## config.mk

```make
export PLATFORM = sky130hd
export DESIGN_NAME = kbd_mbox
export DESIGN_NICKNAME = d
export VERILOG_FILES = /design/src/rtl/kbc_pkg.sv /design/src/rtl/kbc_in_buf.sv /design/src/rtl/kbc_out_buf.sv /design/src/rtl/kbc_status.sv /design/src/rtl/kbd_mbox.sv
export SDC_FILE = /design/constraint.sdc
export NUM_CORES = 1
export LEC_CHECK = 0
export BUFFER_PORTS_ARGS = -buffer_cell sky130_fd_sc_hd__buf_2
export CAP_MARGIN = 5
export CORE_ASPECT_RATIO = 1.25
export CORE_MARGIN = 1
export CORE_UTILIZATION = 42
export CTS_CLUSTER_SIZE = 25
export DETAILED_ROUTE_END_ITERATION = 7
export PLACE_DENSITY_LB_ADDON = 0.25
export SYNTH_ARGS = -nofsm -noshare
export SYNTH_HDL_FRONTEND = slang
export SYNTH_SLANG_ARGS = --single-unit
```

## constraint.sdc

```tcl
create_clock -name clk -period 1 [get_ports clk]
set_input_delay 0.2 -clock clk [delete_from_list [all_inputs] [get_ports clk]]
set_output_delay 0.2 -clock clk [all_outputs]
set_load 0.03 [all_outputs]
```

## src/rtl/kbc_pkg.sv

```systemverilog
package kbc_pkg;
  localparam int unsigned STS_W   = 8;
  localparam int unsigned OBF_POS = 0;
  localparam int unsigned IBF_POS = 1;
  localparam int unsigned A2_POS  = 3;
  localparam logic [STS_W-1:0] HW_MASK =
    STS_W'((1 << OBF_POS) | (1 << IBF_POS) | (1 << A2_POS));
  localparam int unsigned NUM_SRC = 2;

  typedef enum logic { SRC_KB = 1'b0, SRC_MS = 1'b1 } out_src_e;
endpackage

```

## src/rtl/kbc_in_buf.sv

```systemverilog
module kbc_in_buf #(
  parameter int unsigned DW = 8
) (
  input  logic          clk,
  input  logic          rst_n,
  input  logic          host_wr,
  input  logic          host_port,
  input  logic [DW-1:0] host_wdata,
  input  logic          in_ready,
  output logic          ibf,
  output logic          a2,
  output logic [DW-1:0] in_data
);
  always_ff @(posedge clk or negedge rst_n) begin
    if (!rst_n) begin
      ibf     <= 1'b0;
      a2      <= 1'b0;
      in_data <= '0;
    end else if (host_wr) begin
      ibf     <= 1'b1;
      a2      <= host_port;
      in_data <= host_wdata;
    end else if (in_ready && ibf) begin
      ibf <= 1'b0;
    end
  end


  host_load_chk: assert property (@(posedge clk) disable iff (!rst_n)
    host_wr |=> (ibf && (a2 == $past(host_port)) && (in_data == $past(host_wdata))));


  consume_chk: assert property (@(posedge clk) disable iff (!rst_n)
    (ibf && in_ready && !host_wr) |=> !ibf);
endmodule

```

## src/rtl/kbc_out_buf.sv

```systemverilog
module kbc_out_buf #(
  parameter int unsigned DW = 8
) (
  input  logic            clk,
  input  logic            rst_n,
  input  logic            core_kb_wr,
  input  logic            core_ms_wr,
  input  logic [DW-1:0]   core_wdata,
  input  logic            force_clr,
  input  logic            host_drain,
  input  logic            en_obe_irq,
  output logic            obf,
  output kbc_pkg::out_src_e src,
  output logic [DW-1:0]   out_data,
  output logic            obe_pulse
);
  import kbc_pkg::*;

  logic any_wr;
  assign any_wr = core_kb_wr | core_ms_wr;

  always_ff @(posedge clk or negedge rst_n) begin
    if (!rst_n) begin
      obf      <= 1'b0;
      src      <= SRC_KB;
      out_data <= '0;
    end else if (any_wr) begin
      obf      <= 1'b1;
      src      <= core_kb_wr ? SRC_KB : SRC_MS;
      out_data <= core_wdata;
    end else if (force_clr || host_drain) begin
      obf <= 1'b0;
    end
  end

  always_ff @(posedge clk or negedge rst_n) begin
    if (!rst_n) obe_pulse <= 1'b0;
    else        obe_pulse <= en_obe_irq && host_drain && obf && !any_wr;
  end


  kb_load_chk: assert property (@(posedge clk) disable iff (!rst_n)
    core_kb_wr |=> (obf && src == SRC_KB && out_data == $past(core_wdata)));


  drain_chk: assert property (@(posedge clk) disable iff (!rst_n)
    (host_drain && !any_wr) |=> !obf);


  obe_single_chk: assert property (@(posedge clk) disable iff (!rst_n)
    obe_pulse |=> !obe_pulse);
endmodule

```

## src/rtl/kbc_status.sv

```systemverilog
module kbc_status (
  input  logic       clk,
  input  logic       rst_n,
  input  logic       core_sts_wr,
  input  logic [kbc_pkg::STS_W-1:0] core_sts_wdata,
  input  logic       obf,
  input  logic       ibf,
  input  logic       a2,
  output logic [kbc_pkg::STS_W-1:0] status
);
  import kbc_pkg::*;

  logic [STS_W-1:0] free_q;

  always_ff @(posedge clk or negedge rst_n) begin
    if (!rst_n)           free_q <= '0;
    else if (core_sts_wr) free_q <= core_sts_wdata & ~HW_MASK;
  end

  always_comb begin
    status          = free_q;
    status[OBF_POS] = obf;
    status[IBF_POS] = ibf;
    status[A2_POS]  = a2;
  end
endmodule

```

## src/rtl/kbd_mbox.sv

```systemverilog
module kbd_mbox #(
  parameter int unsigned DW = 8
) (
  input  logic          clk,
  input  logic          rst_n,
  input  logic          host_wr,
  input  logic          host_rd,
  input  logic          host_port,
  input  logic [DW-1:0] host_wdata,
  output logic [DW-1:0] host_rdata,
  output logic          in_valid,
  input  logic          in_ready,
  output logic [DW-1:0] in_data,
  output logic          in_is_cmd,
  input  logic          core_kb_wr,
  input  logic          core_ms_wr,
  input  logic [DW-1:0] core_wdata,
  input  logic          force_clr,
  input  logic          core_sts_wr,
  input  logic [7:0]    core_sts_wdata,
  output logic [7:0]    core_status,
  input  logic          en_kb_irq,
  input  logic          en_ms_irq,
  input  logic          en_ibf_irq,
  input  logic          en_obe_irq,
  output logic          irq_kb,
  output logic          irq_ms,
  output logic          core_ibf_irq,
  output logic          core_obe_irq
);
  import kbc_pkg::*;

  logic               ibf, a2, obf;
  out_src_e           src;
  logic [DW-1:0]      out_data;
  logic [STS_W-1:0]   status;
  logic               host_drain;
  logic [NUM_SRC-1:0] irq_en, irq_vec;

  assign host_drain = host_rd && !host_port;

  kbc_in_buf #(.DW(DW)) u_in (
    .clk(clk), .rst_n(rst_n), .host_wr(host_wr), .host_port(host_port),
    .host_wdata(host_wdata), .in_ready(in_ready),
    .ibf(ibf), .a2(a2), .in_data(in_data)
  );

  kbc_out_buf #(.DW(DW)) u_out (
    .clk(clk), .rst_n(rst_n), .core_kb_wr(core_kb_wr), .core_ms_wr(core_ms_wr),
    .core_wdata(core_wdata), .force_clr(force_clr), .host_drain(host_drain),
    .en_obe_irq(en_obe_irq), .obf(obf), .src(src), .out_data(out_data),
    .obe_pulse(core_obe_irq)
  );

  kbc_status u_sts (
    .clk(clk), .rst_n(rst_n), .core_sts_wr(core_sts_wr),
    .core_sts_wdata(core_sts_wdata), .obf(obf), .ibf(ibf), .a2(a2),
    .status(status)
  );

  assign irq_en = {en_ms_irq, en_kb_irq};

  for (genvar g = 0; g < NUM_SRC; g++) begin : g_irq
    assign irq_vec[g] = obf && (int'(src) == g) && irq_en[g];
  end

  assign irq_kb       = irq_vec[SRC_KB];
  assign irq_ms       = irq_vec[SRC_MS];
  assign in_valid     = ibf;
  assign in_is_cmd    = a2;
  assign core_status  = status;
  assign core_ibf_irq = ibf && en_ibf_irq;
  assign host_rdata   = host_port ? DW'(status) : out_data;


  irq_excl_chk: assert property (@(posedge clk) disable iff (!rst_n)
    $onehot0({irq_kb, irq_ms}));


  sts_read_chk: assert property (@(posedge clk) disable iff (!rst_n)
    (host_rd && host_port && !host_wr && !in_ready && !core_kb_wr && !core_ms_wr
     && !force_clr && !core_sts_wr) |=> $stable(core_status));
endmodule

```

# Word-level counts from Yosys, hierarchy flattened
# Cells that the tools add are included.
[classes]
n_mux = 6
bitwise_logic = 2
reduce_logical = 15
[op_table]
columns = ["cell", "count"]
rows = [
  ["logical AND 1 bit", 10],
  ["two-way mux 8 bit", 1],
  ["two-way mux 1 bit", 5],
  ["nonzero test 2 bit", 2],
  ["zero test 1 bit", 2],
  ["logical OR 1 bit", 1],
  ["inverter 1 bit", 1],
  ["OR 1 bit", 1],
]
[word_totals]
register_bits = 26
out_inout_bits = 30
wordCells = 31

# Logic depth before layout (Yosys ltp)
[depth]
depth_word = 5
depth_mapped = 3
mapped_depth_nobuf = 2

# Hierarchy
# Synthesis repeated with hierarchy kept, for this count alone.
[hier_totals]
cells_unflattened = 73
hier_area_um2 = 1179.9
[by_module_without_submodules]
columns = ["mod", "n_inst", "cells_each", "area_each_um2"]
rows = [
  ["kbc_in_buf", 1, 22, 409.1],
  ["kbc_out_buf", 1, 25, 405.4],
  ["kbc_status", 1, 13, 203.9],
  ["kbd_mbox", 1, 13, 161.4],
]

# Worst setup path after synthesis
# OpenSTA, ideal clock, no wires.
[synth_timing]
path_kind = "register -> output"
from = "reg u_in.ibf"
to = "out host_rdata[1]"
arrival_time_ns = 0.886
t_required_ns = 0.800
setup_slack_ns = -0.086
stages_incl_launch_ff = 2
path_cell_list = "dfrtp_1 -> mux2_2"
[synth_between]
elab_chain_cells = 1
[synth_lines]
columns = ["element", "line_no", "source"]
rows = [
  ["start: declaration", "kbc_in_buf.sv:10", "output logic ibf,"],
  ["start signal: assignment", "kbc_in_buf.sv:16", "ibf <= 1'b0;"],
  ["start signal: assignment", "kbc_in_buf.sv:20", "ibf <= 1'b1;"],
  ["start signal: assignment", "kbc_in_buf.sv:24", "ibf <= 1'b0;"],
  ["two-way mux 8 bit", "kbd_mbox.sv:73", "assign host_rdata = host_port ? DW'(status) : out_data;"],
  ["end: declaration", "kbd_mbox.sv:10", "output logic [DW-1:0] host_rdata,"],
]
# No other way between the ends.

# Worst setup path in the final report
# Ends and elaborated chain as after synthesis.

==> flow_metrics.py <==
metrics = {
    "status": {
        "status": "finished, violations left",
        "violations": "negative setup slack",
    },
    "timing": {
        "finalCriticalPeriod_ns": 1.35,
        "grt_setup_unrepaired": "yes",
        "setup_violations": 30,
        "setup-tns-final_ns": -6.41,
        "setup_ws_ns": -0.355,
        "relSlewSlack": 0.627,
        "fmax_mhz": 738,
        "finalCritPeriodShare": 1.35,
        "hold_viol": 0,
        "worst_pin_slew_ns": 0.559,
        "final_max_slew_viol_count": 0,
        "finClkSkew_ns": 0.000218,
    },
    "yosys": {
        "ys_seq_elements": 26,
        "ys.flop_type": "dfrtp_1",
        "yosysMostFrequentCell": "mux2_2",
        "synthArstFlopShare": 1.00,
        "synth_nets": 111,
        "yosysTopAreaCellShare": 0.592,
        "synth_area_sq_um": 1100,
        "synth_edf_count": 0,
        "netlist_instances": 73,
        "synth_commonest_cells": "30 x mux2_2, 26 x dfrtp_1, 3 x buf_4",
        "synthTopCellsByArea": "dfrtp_1 59%, mux2_2 31%, buf_4 2.0%, nor2_4 1.0%, and4_2 0.91%",
        "yosys.area.top_type": "dfrtp_1",
        "synth_seq_area_share": 0.592,
        "ys_types": 15,
        "synth.avg_cell_area_sq_um": 15.1,
        "ys_warn_count": 0,
    },
    "grt": {
        "grt_pass1_wl_mm": 3.62,
        "grt_pass1_vias": 876,
        "gr-total-overflow": 0,
        "grtUsageTotal": 0.182,
        "antenna_found_initial": 0,
        "grt_max_degree": 27,
    },
    "floorplan": {
        "core_sq_um": 2450,
        "start_util": 0.448,
        "fp-row-count": 20,
        "die_area_sq_um": 2830,
        "die_h_um": 59.2,
        "io_pins": 68,
        "die_w_um": 47.8,
    },
    "worst_hold_path": {
        "min_path_type": "input pin to register",
    },
    "route": {
        "ant_nets": 0,
        "vias_per_cell": 4.75,
        "via_count": 860,
        "drt_iter0_drc": 6,
        "firstDrtPassIters": 2,
        "drt-total-wl_mm": 2.31,
        "drcViolationCount": 0,
        "post_drt_wl_per_cell_um": 12.8,
    },
    "power": {
        "power.switching_mw": 0.774,
        "seqPwrFrac": 0.462,
        "p_leak_nw": 0.894,
        "switching_share": 0.296,
        "clkPwrFrac": 0.198,
        "power_density_nw_per_um2": 1430,
        "power_frac_comb": 0.339,
        "vdd_drop_max_uv": 1130,
        "p_int_mw": 1.84,
    },
    "layout": {
        "nFillCells": 183,
        "nets": 187,
        "drive_gt1_frac": 0.811,
        "area_growth_syn_to_layout_pct": 66.1,
        "post-route-util": 0.745,
        "antenna_cells": 0,
        "final_area_sq_um": 1830,
    },
    "critical_path": {
        "worst_path_max_delay_cell": "dfrtp_2",
        "cp_slowest_stage_delay_ns": 0.44,
        "cp_max_fo": 3,
        "cp-start-kind": "register",
        "end_kind": "output pin",
        "crit_family": "flip-flops",
        "critPathRequiredTime_ns": 0.80,
        "path_cells": "mux2_4 > buf_6",
        "crit_type": "register to output pin",
        "cp_num_buf_inv": 1,
        "worstPathArrival_ns": 1.15,
    },
    "cts": {
        "cts_root_buffer": "clkbuf_4",
        "cts_tree": "yes",
        "clock_path_buffers": 2,
        "cts.sinks": 26,
        "numCtsBuffers": 3,
        "htree_levels": 1,
        "clk-insertion-delay-late_ns": 0.32,
        "path_clk_slew_ns": 0.14,
    },
    "run": {
        "maxCapViolations": 0,
    },
    "placement": {
        "hpwl_mm": 1.64,
        "placed_cell_area_sq_um": 1550,
        "port_buffers": 64,
        "gp_congestion": 0.616,
    },
}
==> cells by family (layout without fill, tap and decap cells) <==
group                  after synthesis  in the layout  share of synthesized area
DFF                                 26             26                      0.592
muxes                               30             30                      0.307
and+or+nand+nor                      9              9                     0.0569
buffers and inverters                6             81                     0.0330
AOI/OAI and AO/OA                    2              2                     0.0114
==> final timing paths <==
| check | start | end | slack, ns | cells past startpoint |
|---|---|---|---|---|
| worst max-delay path | u_in.ibf | host_rdata[1] | -0.35 | 2 |
| worst min register to register | u_out.out_data[5] | u_out.out_data[5] | 0.52 | 1 |
| min in group asynchronous | rst_n | u_out.out_data[0] | 0.39 | 2 |
| max in group asynchronous | rst_n | u_sts.free_q[4] | 0.21 | 2 |
| worst min-delay path | core_kb_wr | u_out.src | 0.06 | 2 |
| worst max register to register | u_in.a2 | u_in.a2 | 0.08 | 2 |
==> registers in the layout (all words and copies together) (netlist names) <==
| register | flops |
|---|---|
| u_in.in_data | 8 |
| u_out.out_data | 8 |
| u_sts.free_q | 5 |
| u_in.a2 | 1 |
| u_in.ibf | 1 |
| u_out.obe_pulse | 1 |
| u_out.obf | 1 |
| u_out.src | 1 |
==> cell type report <==
type                            count  area [sq um]  share of cell area
Sequential cell                    26           659               0.361
Timing Repair Buffer               76           636               0.348
Multi-Input combinational cell     41           450               0.247
Tap cell                           33          41.3              0.0226
Clock buffer                        4          36.3              0.0199
Inverter                            1          3.75             0.00205
==> metal layers <==
metal,GRT usage,up-vias,part of all wire
met4,0.0595,0,0.013
met1,0.188,412,0.38
met2,0.342,43,0.54
met5,0,-,0
met3,0.0396,4,0.064
li1,-,401,-
==> placed cells by master, fill, tap and decap left out <==
master / n
a21o_1: 1
and2_4: 1
and3_4: 1
and3b_1: 1
and4_2: 1
buf_12: 1
buf_2: 34
buf_4: 4
buf_6: 36
clkbuf_4: 3
clkbuf_8: 1
dfrtp_1: 19
dfrtp_2: 7
dlygate4sd3_1: 1
inv_1: 1
mux2_2: 22
mux2_4: 8
nand2b_1: 1
nor2_1: 2
nor2_4: 1
nor2b_1: 1
o21ai_0: 1
==> power groups by stage <==
stage               combinational, mW  clock, mW  sequential, mW
global placement                0.689          0            1.21
global route                    0.941      0.569            1.22
CTS                             0.886      0.538            1.21
finish                          0.887      0.519            1.21
floorplan                       0.319          0            1.34
detailed placement              0.703          0            1.22
==> metrics by stage <==
| step | std cells | hold slack, ns | worst slack, ns | power [mW] |
|---|---|---|---|---|
| 5_1_grt | 181 | 0.0515 | -0.391 | 2.73 |
| 2_1_floorplan | 73 | -0.0956 | 0.00125 | 1.66 |
| 6_report | 181 | 0.0620 | -0.355 | 2.61 |
| 4_1_cts | 181 | 0.0527 | -0.363 | 2.63 |
| 3_3_place_gp | 174 | 0.220 | -0.181 | 1.90 |
| 3_5_place_dp | 174 | 0.227 | -0.189 | 1.92 |
==> what timing repair did <==
action	CTS	global route
setup buffers	2	2
hold endpoints to repair	26	0
hold buffers	1	0
cloned	0	0
setup endpoints to repair	30	30
resized for setup	66	4
Power figures use the tool's default switching activity.
